[src/rtl/wcs_pkg.sv]
package wcs_pkg;
   typedef enum logic [0:0] {
      FILL_ZERO = 1'b0,
      FILL_LAST = 1'b1
   } fill_e;

   typedef struct packed {
      logic active;
      logic start;
   } strobe_t;
endpackage

[src/rtl/wcs_strobe_detect.sv]
module wcs_strobe_detect
   import wcs_pkg::*;
(
   input  logic    clk,
   input  logic    rst_n,
   input  logic    cs_n_i,
   input  logic    oe_n_i,
   input  logic    wr_n_i,
   output strobe_t strobe_o
);
   logic active;
   logic active_q;

   assign active = ~cs_n_i & ~oe_n_i & wr_n_i;

   always_ff @(posedge clk or negedge rst_n) begin
      if (!rst_n) active_q <= 1'b0;
      else        active_q <= active;
   end

   assign strobe_o.active = active;
   assign strobe_o.start  = active & ~active_q;
endmodule

[src/rtl/wcs_toggle_track.sv]
module wcs_toggle_track
   import wcs_pkg::*;
#(
   parameter logic TOG_RESET = 1'b0
)(
   input  logic    clk,
   input  logic    rst_n,
   input  strobe_t strobe_i,
   input  logic    busy_i,
   output logic    shown_o
);
   logic tog_q;

   // advance once per strobe start, only during a busy window
   always_ff @(posedge clk or negedge rst_n) begin
      if (!rst_n)                           tog_q <= TOG_RESET;
      else if (strobe_i.start && busy_i)    tog_q <= ~tog_q;
   end

   // first cycle of a strobe shows the value the flop takes at the edge
   assign shown_o = (strobe_i.start && busy_i) ? ~tog_q : tog_q;
endmodule

[src/rtl/wcs_status_mux.sv]
module wcs_status_mux
   import wcs_pkg::*;
#(
   parameter int    DATA_W     = 8,
   parameter int    POLL_BIT   = 7,
   parameter int    TOGGLE_BIT = 6,
   parameter fill_e FILL       = FILL_LAST
)(
   input  strobe_t             strobe_i,
   input  logic                busy_i,
   input  logic                tog_i,
   input  logic [DATA_W-1:0]   last_wr_i,
   input  logic [DATA_W-1:0]   array_data_i,
   output logic [DATA_W-1:0]   rd_data_o
);
   logic [DATA_W-1:0] status;

   for (genvar i = 0; i < DATA_W; i++) begin : g_lane
      if (i == POLL_BIT) begin : g_poll
         assign status[i] = ~last_wr_i[i];
      end else if (i == TOGGLE_BIT) begin : g_tog
         assign status[i] = tog_i;
      end else if (FILL == FILL_LAST) begin : g_fill_last
         assign status[i] = last_wr_i[i];
      end else begin : g_fill_zero
         assign status[i] = 1'b0;
      end
   end

   always_comb begin
      if (!strobe_i.active) rd_data_o = '0;
      else if (busy_i)      rd_data_o = status;
      else                  rd_data_o = array_data_i;
   end
endmodule

[src/rtl/wcs_status_read.sv]
module wcs_status_read
   import wcs_pkg::*;
#(
   parameter int    DATA_W     = 8,
   parameter int    POLL_BIT   = 7,
   parameter int    TOGGLE_BIT = 6,
   parameter fill_e FILL       = FILL_LAST,
   parameter logic  TOG_RESET  = 1'b0
)(
   input  logic              clk,
   input  logic              rst_n,
   input  logic              cs_n_i,
   input  logic              oe_n_i,
   input  logic              wr_n_i,
   input  logic              busy_i,
   input  logic [DATA_W-1:0] last_wr_i,
   input  logic [DATA_W-1:0] array_data_i,
   output logic [DATA_W-1:0] rd_data_o,
   output logic              rd_oe_o
);
   if (DATA_W < 2) begin : g_bad_width
      $error("wcs_status_read: DATA_W must be at least 2");
   end
   if (POLL_BIT == TOGGLE_BIT) begin : g_bad_lanes
      $error("wcs_status_read: status lanes must differ");
   end
   if (POLL_BIT >= DATA_W || TOGGLE_BIT >= DATA_W) begin : g_bad_range
      $error("wcs_status_read: status lane outside data width");
   end

   strobe_t strobe;
   logic    tog_shown;

   wcs_strobe_detect u_strobe (
      .clk      (clk),
      .rst_n    (rst_n),
      .cs_n_i   (cs_n_i),
      .oe_n_i   (oe_n_i),
      .wr_n_i   (wr_n_i),
      .strobe_o (strobe)
   );

   wcs_toggle_track #(.TOG_RESET(TOG_RESET)) u_tog (
      .clk      (clk),
      .rst_n    (rst_n),
      .strobe_i (strobe),
      .busy_i   (busy_i),
      .shown_o  (tog_shown)
   );

   wcs_status_mux #(
      .DATA_W     (DATA_W),
      .POLL_BIT   (POLL_BIT),
      .TOGGLE_BIT (TOGGLE_BIT),
      .FILL       (FILL)
   ) u_mux (
      .strobe_i     (strobe),
      .busy_i       (busy_i),
      .tog_i        (tog_shown),
      .last_wr_i    (last_wr_i),
      .array_data_i (array_data_i),
      .rd_data_o    (rd_data_o)
   );

   assign rd_oe_o = strobe.active;
endmodule

[config.mk]
export PLATFORM = sky130hd
export DESIGN_NAME = wcs_status_read
export DESIGN_NICKNAME = d
export VERILOG_FILES = /design/src/rtl/wcs_pkg.sv /design/src/rtl/wcs_strobe_detect.sv /design/src/rtl/wcs_toggle_track.sv /design/src/rtl/wcs_status_mux.sv /design/src/rtl/wcs_status_read.sv
export SDC_FILE = /design/constraint.sdc
export NUM_CORES = 1
export LEC_CHECK = 0
export ABC_AREA = 1
export BUFFER_PORTS_ARGS = -buffer_cell sky130_fd_sc_hd__buf_2
export CAP_MARGIN = 20
export CORE_AREA = 2 2 39 41
export CTS_CLUSTER_SIZE = 28
export DETAILED_ROUTE_END_ITERATION = 6
export DIE_AREA = 0 0 41 43
export HOLD_SLACK_MARGIN = 0.15
export SYNTH_ARGS = -nofsm -noshare
export SYNTH_HDL_FRONTEND = slang
export SYNTH_SLANG_ARGS = --single-unit
[constraint.sdc]
create_clock -name clk -period 1.3 [get_ports clk]
set_input_delay 0.065 -clock clk [delete_from_list [all_inputs] [get_ports clk]]
set_output_delay 0.065 -clock clk [all_outputs]
set_load 0.02 [all_outputs]
Word-level counts from Yosys, hierarchy flattened. Index checks and enable logic that the tools add are counted. W data, S select, Z words.

Word-level logic and storage cells: 14. Bits in latches: 0. Register bits: 2. Memory bits (writable): 0. Bits in read-only memories: 0. Memories kept: 0.

Multiplexer cells: 3. Shift operators: 0. $add $sub $neg: 0. Order comparisons: 0. Bitwise logic cells: 8. Div/mod/pow operators: 0. Reduce and logical (&&, ||, !) cells: 1. $mul: 0. Eq/ne operators: 0.

Operators by type and width (number): $mux W8 (2); $not A1 Y1 (5); $and A1 B1 Y1 (3); $logic_and A1 B1 Y1 (1); $mux W1 (1).

Depth between registers and ports, before layout. Gate-level depths: netlist of run 1.

Depth after elaboration: 8. Gate-level depth with buffers: 7.

Modules after synthesis. Synthesis of run 1 repeated with hierarchy kept, for this count alone.

Cells, all modules: 54. Area, all modules: 276.5 µm².

By module, submodules not included: wcs_status_mux (cells an instance 42, area each 181.4 µm², times used 1); wcs_strobe_detect (cells an instance 6, area each 50.0 µm², times used 1); wcs_toggle_track (cells an instance 6, area each 45.0 µm², times used 1).

Worst setup path after synthesis of run 1. Ideal clock, no wire load.

Path type: input to output. Start: input oe_n_i. End: output rd_data_o[7]. Setup slack: 0.383 ns. Stages: 3. Buffers on the path: 0. Data arrival time: 0.852 ns. Path through: nor2_2 > nand2_2 > a211oi_1.

Cells in the longest elaborated chain, start to end: 4.

RTL lines: start: declaration (RTL line wcs_status_read.sv:13) `input logic oe_n_i,`; $not A1 Y1 (RTL line wcs_strobe_detect.sv:14) `assign active = ~cs_n_i & ~oe_n_i & wr_n_i;`; $and A1 B1 Y1 (2 in a row) (RTL line wcs_strobe_detect.sv:14); $mux W8 (RTL line wcs_status_mux.sv:31) `if (!strobe_i.active) rd_data_o = '0;`; end: declaration (RTL line wcs_status_read.sv:18) `output logic [DATA_W-1:0] rd_data_o,`.

No other way between the ends.

Worst setup path in the final report of run 1.
Start: register u_strobe.active_q. End: output rd_data_o[6].

Cells in the longest elaborated chain, start to end: 6.

RTL lines: start: declaration (RTL line wcs_strobe_detect.sv:12) `logic active_q;`; start signal: assignment (RTL line wcs_strobe_detect.sv:18) `else active_q <= active;`; $not A1 Y1 (RTL line wcs_strobe_detect.sv:22) `assign strobe_o.start = active & ~active_q;`; $and A1 B1 Y1 (RTL line wcs_strobe_detect.sv:22); $logic_and A1 B1 Y1 (RTL line wcs_toggle_track.sv:21) `assign shown_o = (strobe_i.start && busy_i) ? ~tog_q : tog_q;`; $mux W1; $mux W8 (RTL line wcs_status_mux.sv:32) `else if (busy_i) rd_data_o = status;`; $mux W8 (RTL line wcs_status_mux.sv:31).

No other way between the ends.

==> flow_summary_export.csv, run 1 <==
group,metric,value,unit
min_path,whs_endpoint,"u_tog.tog_q",
clock_tree,cts_buffers,3,
synth,netlist_area,213,um^2
global_route,gr-usage-all-layers,10.0,%
final_layout,finish.utilization,31.3,%
global_route,antenna_found_initial,0,
outcome,status,"complete, no violations",
synth,synth-simple-area-share,48.2,%
synth,syn_inst,38,
pwr,p_leak,0.000271,uW
critical_path,cpMaxStageDelayCell,"dfrtp_1",
synth,synth_common_cells,"nand2_1, a21oi_1, inv_1, nor2_1",
critical_path,r2r_cells,4,
timing,skew,0.00189,ns
synth,netlist.area_leader.share,26.5,%
final_layout,drive_above_1_share,50.7,%
critical_path,start_kind,"flop",
placement,io_buffers,29,
placement,gp_congestion,0.614,
pwr,p_comb_share,33.0,%
clock_tree,cts_sinks,2,
detailed_routing,wire_per_inst,8.30,um
min_path,hold_path.class,"primary input to flop",
timing,fin_ws,0.104,ns
synth,synth_compound_area_share,17.6,%
synth,yosys_most_used_dff,"dfrtp_1",
synth,synth_fp_nets,60,
final_layout,syn2layout_area_growth,104,%
pwr,ir_drop,242,uV
timing,rsz0062_at_grt,"false",
global_route,grt_overflow_total,0,
clock_tree,path_clk_slew,0.03,ns
detailed_routing,viasPerCell,3.97,
clock_tree,htree_levels,1,
critical_path,reg2reg_to,"u_tog.tog_q",
synth,synth_seq_cells,2,
clock_tree,clkLatencyLatePin,0.22,ns
synth,syn_area_per_cell,5.60,um^2
min_path,worstHoldStart,"wr_n_i",
floorplanning,die_h,43,um
detailed_routing,drtIter0Drc,3,
clock_tree,root_buffer,"clkbuf_4",
synth,muxShareOfSynthArea,0,%
placement,hpwl,573,um
critical_path,critPathRequiredTime,1.24,ns
synth,yosys-top-cells-area,"nand2_1, dfrtp_1, a21oi_1",
clock_tree,tritoncts,"done",
timing,fin_crit_sh,92.0,%
floorplanning,die_area,0.00176,mm^2
final_layout,nets,97,
global_route,grt_max_degree,11,
timing,min_period,1.20,ns
global_route,grt_pass1_wl,1230,um
critical_path,path_max_fanout,2,
detailed_routing,wirelength,739,um
synth,synth_edf_count,0,
pwr,intPower,221,uW
floorplanning,die_x,41,um
detailed_routing,drt-pass1-iter-count,4,
critical_path,crit_type,"flop to primary output",
critical_path,cp_slowest_stage_delay,0.36,ns
synth,ys_types,12,
timing,slew_viol_final,0,
synth,synth_xor_area_share,0,%
critical_path,worstSetupEndpointType,"primary output",
detailed_routing,ant_nets,0,
pwr,p_clk_share,43.5,%
global_route,grt_pass1_vias,339,
min_path,holdPathStages,3,
timing,max_slew_margin,87.9,%
critical_path,critPathArrivalTime,1.13,ns
clock_tree,cts_max_path_buffers,2,
timing,tightest_slew,0.181,ns
placement,dp.cells,83,
flow_run,max_cap_violations,0,
critical_path,r2r_start,"u_strobe.active_q",
placement,place_ws,0.315,ns
pwr,power_density,723,mW/mm^2
critical_path,crit_chain,"nor2_2 -> nand3_1 -> nand2_1 -> nand3_1 -> nand2_1 -> inv_1 -> buf_4",
pwr,swShare,29.3,%
timing,finalSetupViolCount,0,
synth,synth-adder-area-share,0,%
synth,synth_most_common_cell,"nand2_1",
synth,yosysTopAreaCell,"nand2_1",
final_layout,layoutNonFillerInstCount,89,
detailed_routing,vias,353,
critical_path,r2r_setup_slack,0.52,ns
pwr,total_power,313,uW
synth,synth_top_family_by_area,"simple AND/OR/NAND/NOR gates",
detailed_routing,drc,0,
floorplanning,io_pins,31,
pwr,seqPwrFrac,23.6,%
floorplanning,initial_utilization,15.4,%
synth,async_reset_ff_share,100,%
floorplanning,core-area,0.00138,mm^2
timing,fin_setup_tns,0,ns
timing,max_freq,0.836,GHz
timing,hold_viol,0,
synth,ys_seq_area_share,23.5,%
synth,yosys_warnings,0,
final_layout,diodes,0,
floorplanning,rows,14,
final_layout,n_fill_cell,161,
pwr,switchingPower,91.8,uW
[power by group through the flow]
stage	clock network, uW	registers (uW)	logic, uW
final	136	73.8	103
after global routing	151	74.5	118
after CTS	144	73.7	105
after detailed placement	0	74.4	97.3
after global placement	0	74.4	94.4
after floorplan	0	74.2	50.1
[how the worst max path moves through the flow]
stage	from	end	slack, ns	cells after the start
detailed placement	u_strobe.active_q	rd_data_o[6]	0.31	7
global route	u_strobe.active_q	rd_data_o[6]	0.006	7
global placement	u_strobe.active_q	rd_data_o[6]	0.33	7
CTS	u_strobe.active_q	rd_data_o[6]	0.07	7
floorplan	oe_n_i	rd_data_o[7]	0.38	3
finish	u_strobe.active_q	rd_data_o[6]	0.10	7
[stage by stage]
step / area, um^2 / hold WS [ns]
floorplan: 213 / -0.231
global placement: 378 / -0.148
detailed placement: 378 / -0.146
CTS: 430 / 0.173
global route: 433 / 0.181
finish: 433 / 0.176
[cell type report]
cell class / instances / area [um^2] / share of cell area, %
repair buffers: 33 / 185 / 42.8
multi-input cells: 31 / 140 / 32.4
flip-flops and latches: 2 / 50.0 / 11.6
inverters: 4 / 15.0 / 3.47
clock buffers: 3 / 22.5 / 5.20
well taps: 16 / 20.0 / 4.62
[cell families after synthesis]
family	Yosys count
buffers and inverters	5
flip-flops	2
AO/OA/AOI/OAI	7
AND/OR/NAND/NOR	24
[flip-flops by register name, indices dropped and copies added (netlist names)]
register / count
u_tog.tog_q: 1
u_strobe.active_q: 1
[worst max-delay path: cells and delay by family (launching register included)]
family | cells | cell delay [ns]
DFF | 1 | 0.36
and+or+nand+nor | 5 | 0.38
buffers and inverters | 2 | 0.17
[repair_timing]
action                     4_1_cts  5_1_grt
resized for setup                0        1
buffers inserted                 0        0
setup endpoints to repair        0        1
hold endpoints to repair         2        0
hold buffers                     3        0
[metal layers]
metal / wire (um) / vias to the layer above / track usage [%]
met4: 0 / 0 / 4.00
met5: 0 / - / 0
li1: - / 193 / -
met3: 50 / 0 / 3.14
met1: 305 / 147 / 11.8
met2: 383 / 13 / 15.9
[layout by cell type, fill, tap and decap left out]
cell type      Yosys  final
a211oi_1           1      1
a21oi_1            6      6
buf_2              0     28
buf_4              1      2
clkbuf_4           0      3
dfrtp_1            2      2
dlygate4sd3_1      0      3
inv_1              3      3
inv_2              1      1
nand2_1           15     15
nand2_2            1      1
nand3_1            2      2
nand4_1            1      1
nor2_1             3      3
nor2_2             2      2
No activity file was read; power rests on OpenSTA's default activity.
==> run 2: changes to the inputs <==
CELL_PAD_IN_SITES_DETAIL_PLACEMENT = 1   (was default)
CELL_PAD_IN_SITES_GLOBAL_PLACEMENT = 1   (was default)
CORE_AREA = default   (was 2 2 39 41)
CORE_MARGIN = 1   (was default)
CORE_UTILIZATION = 15   (was default)
DIE_AREA = default   (was 0 0 41 43)
PLACE_DENSITY_LB_ADDON = 0.1   (was default)
==> flow_summary_export.csv, run 2 (synthesized netlist as in run 1, its figures left out) <==
group,metric,value,unit
outcome,status,"complete, no violations",
flow_run,max_cap_violations,0,
timing,hold_viol,0,
detailed_routing,drtIter0Drc,0,
floorplanning,core-area,0.00132,mm^2
final_layout,nets,96,
pwr,total_power,311,uW
global_route,gr-usage-all-layers,12.7,%
timing,fin_crit_sh,91.8,%
clock_tree,root_buffer,"clkbuf_4",
timing,rsz0062_at_grt,"true",
timing,max_slew_margin,87.5,%
critical_path,r2r_setup_slack,0.52,ns
critical_path,critPathBufInv,2,
critical_path,path_max_fanout,2,
placement,gp_congestion,0.631,
floorplanning,rows,13,
timing,hold_ws,0.168,ns
pwr,p_leak,0.000268,uW
critical_path,cp_slowest_stage_delay,0.36,ns
timing,finalSetupViolCount,0,
min_path,hold_path.class,"primary input to flop",
timing,fin_setup_tns,0,ns
final_layout,design_area,425,um^2
detailed_routing,drt-pass1-iter-count,1,
detailed_routing,ant_nets,0,
floorplanning,die_x,39.7,um
final_layout,final_common_cell,"buf_2",
timing,max_freq,0.838,GHz
detailed_routing,wire_per_inst,9.62,um
global_route,grt_overflow_total,0,
detailed_routing,vias,353,
final_layout,final_cell_mix,"buf_2, nand2_1, a21oi_1",
floorplanning,die_area,0.00157,mm^2
critical_path,cp_top_family,"simple AND/OR/NAND/NOR gates",
detailed_routing,viasPerCell,4.06,
placement,io_buffers,29,
pwr,ir_drop,160,uV
clock_tree,htree_levels,1,
global_route,grt_pass1_wl,1250,um
floorplanning,die_h,39.7,um
timing,tightest_slew,0.186,ns
global_route,grt_max_degree,11,
final_layout,reg_top3,"u_strobe.active_q: 1 flops, u_tog.tog_q: 1 flops",
detailed_routing,wirelength,837,um
critical_path,critPathArrivalTime,1.13,ns
critical_path,cpMaxStageDelayCell,"dfrtp_1",
critical_path,crit_chain,"nor2_2 -> nand3_1 -> nand2_1 -> nand3_1 -> nand2_1 -> inv_1 -> buf_6",
critical_path,worstSetupEndpointType,"primary output",
timing,min_period,1.19,ns
critical_path,start_kind,"flop",
pwr,power_density,732,mW/mm^2
clock_tree,cts_max_path_buffers,2,
timing,slew_viol_final,0,
final_layout,drive_above_1_share,51.4,%
global_route,grt_pass1_vias,329,
critical_path,critPathRequiredTime,1.24,ns
final_layout,syn2layout_area_growth,100,%
critical_path,crit_type,"flop to primary output",
timing,skew,0.000521,ns
placement,place_ws,0.309,ns
clock_tree,cts_buffers,3,
floorplanning,io_pins,31,
floorplanning,initial_utilization,16.1,%
clock_tree,clkLatencyLatePin,0.22,ns
detailed_routing,drc,0,
clock_tree,tritoncts,"done",
placement,dpl_cell_area,377,um^2
clock_tree,cts_sinks,2,
placement,hpwl,638,um
timing,fin_ws,0.107,ns
clock_tree,path_clk_slew,0.03,ns
final_layout,diodes,0,
global_route,antenna_found_initial,0,
-- run 2: cell count changes in the layout (fill, tap and decap cells not counted) --
| cell | previous run | this run |
|---|---|---|
| buf_4 | 2 | 1 |
| buf_6 | 0 | 1 |
| dlygate4sd3_1 | 3 | 2 |
-- run 2: power by group --
group / switching [uW] / leakage (uW) / internal, uW
registers: 3.85 / 0.0000253 / 70.6
clock network: 33.3 / 0.0000138 / 102
logic: 54.1 / 0.000229 / 47.9
total: 91.2 / 0.000268 / 220
-- run 2: final timing paths --
| kind | startpoint | endpoint | cells past startpoint |
|---|---|---|---|
| min in group asynchronous | rst_n | u_strobe.active_q | 3 |
| max in group asynchronous | rst_n | u_tog.tog_q | 3 |
| hold / removal | wr_n_i | u_tog.tog_q | 3 |
| hold reg to reg | u_tog.tog_q | u_tog.tog_q | 2 |
| setup / recovery | u_strobe.active_q | rd_data_o[6] | 7 |
| setup reg to reg | u_strobe.active_q | u_tog.tog_q | 4 |
-- run 2: final cells by class --
class | instances | area [um^2]
Clock buffer | 3 | 22.5
Fill cell | 193 | 892
Inverter | 4 | 15.0
Multi-Input combinational cell | 31 | 140
Sequential cell | 2 | 50.0
Tap cell | 15 | 18.8
Timing Repair Buffer | 32 | 179
-- run 2: metal layers --
| metal | up-vias | wire length (um) | global-route usage, % |
|---|---|---|---|
| met3 | 0 | 48 | 1.70 |
| met1 | 147 | 326 | 13.8 |
| met5 | - | 0 | 0 |
| met2 | 15 | 461 | 20.1 |
| li1 | 191 | - | - |
| met4 | 0 | 0 | 12.9 |
-- run 2: timing repair --
item                       4_1_cts  5_1_grt
hold endpoints to repair         2        0
gates resized for setup          0        2
hold buffers                     2        0
buffers inserted                 0        0
setup endpoints to repair        0        1
-- run 2: through the flow --
| step | util (%) | instances |
|---|---|---|
| after floorplan | - | 38 |
| after global placement | 28.6 | 82 |
| after detailed placement | 28.6 | 82 |
| after CTS | 31.8 | 87 |
| after global routing | 32.3 | 87 |
| final | 32.3 | 87 |
-- run 2: worst register-to-register path, delay by kind of cell, from the launching register on --
family	cells	cell delay, ns
AND/OR/NAND/NOR	4	0.30
flip-flops	1	0.36
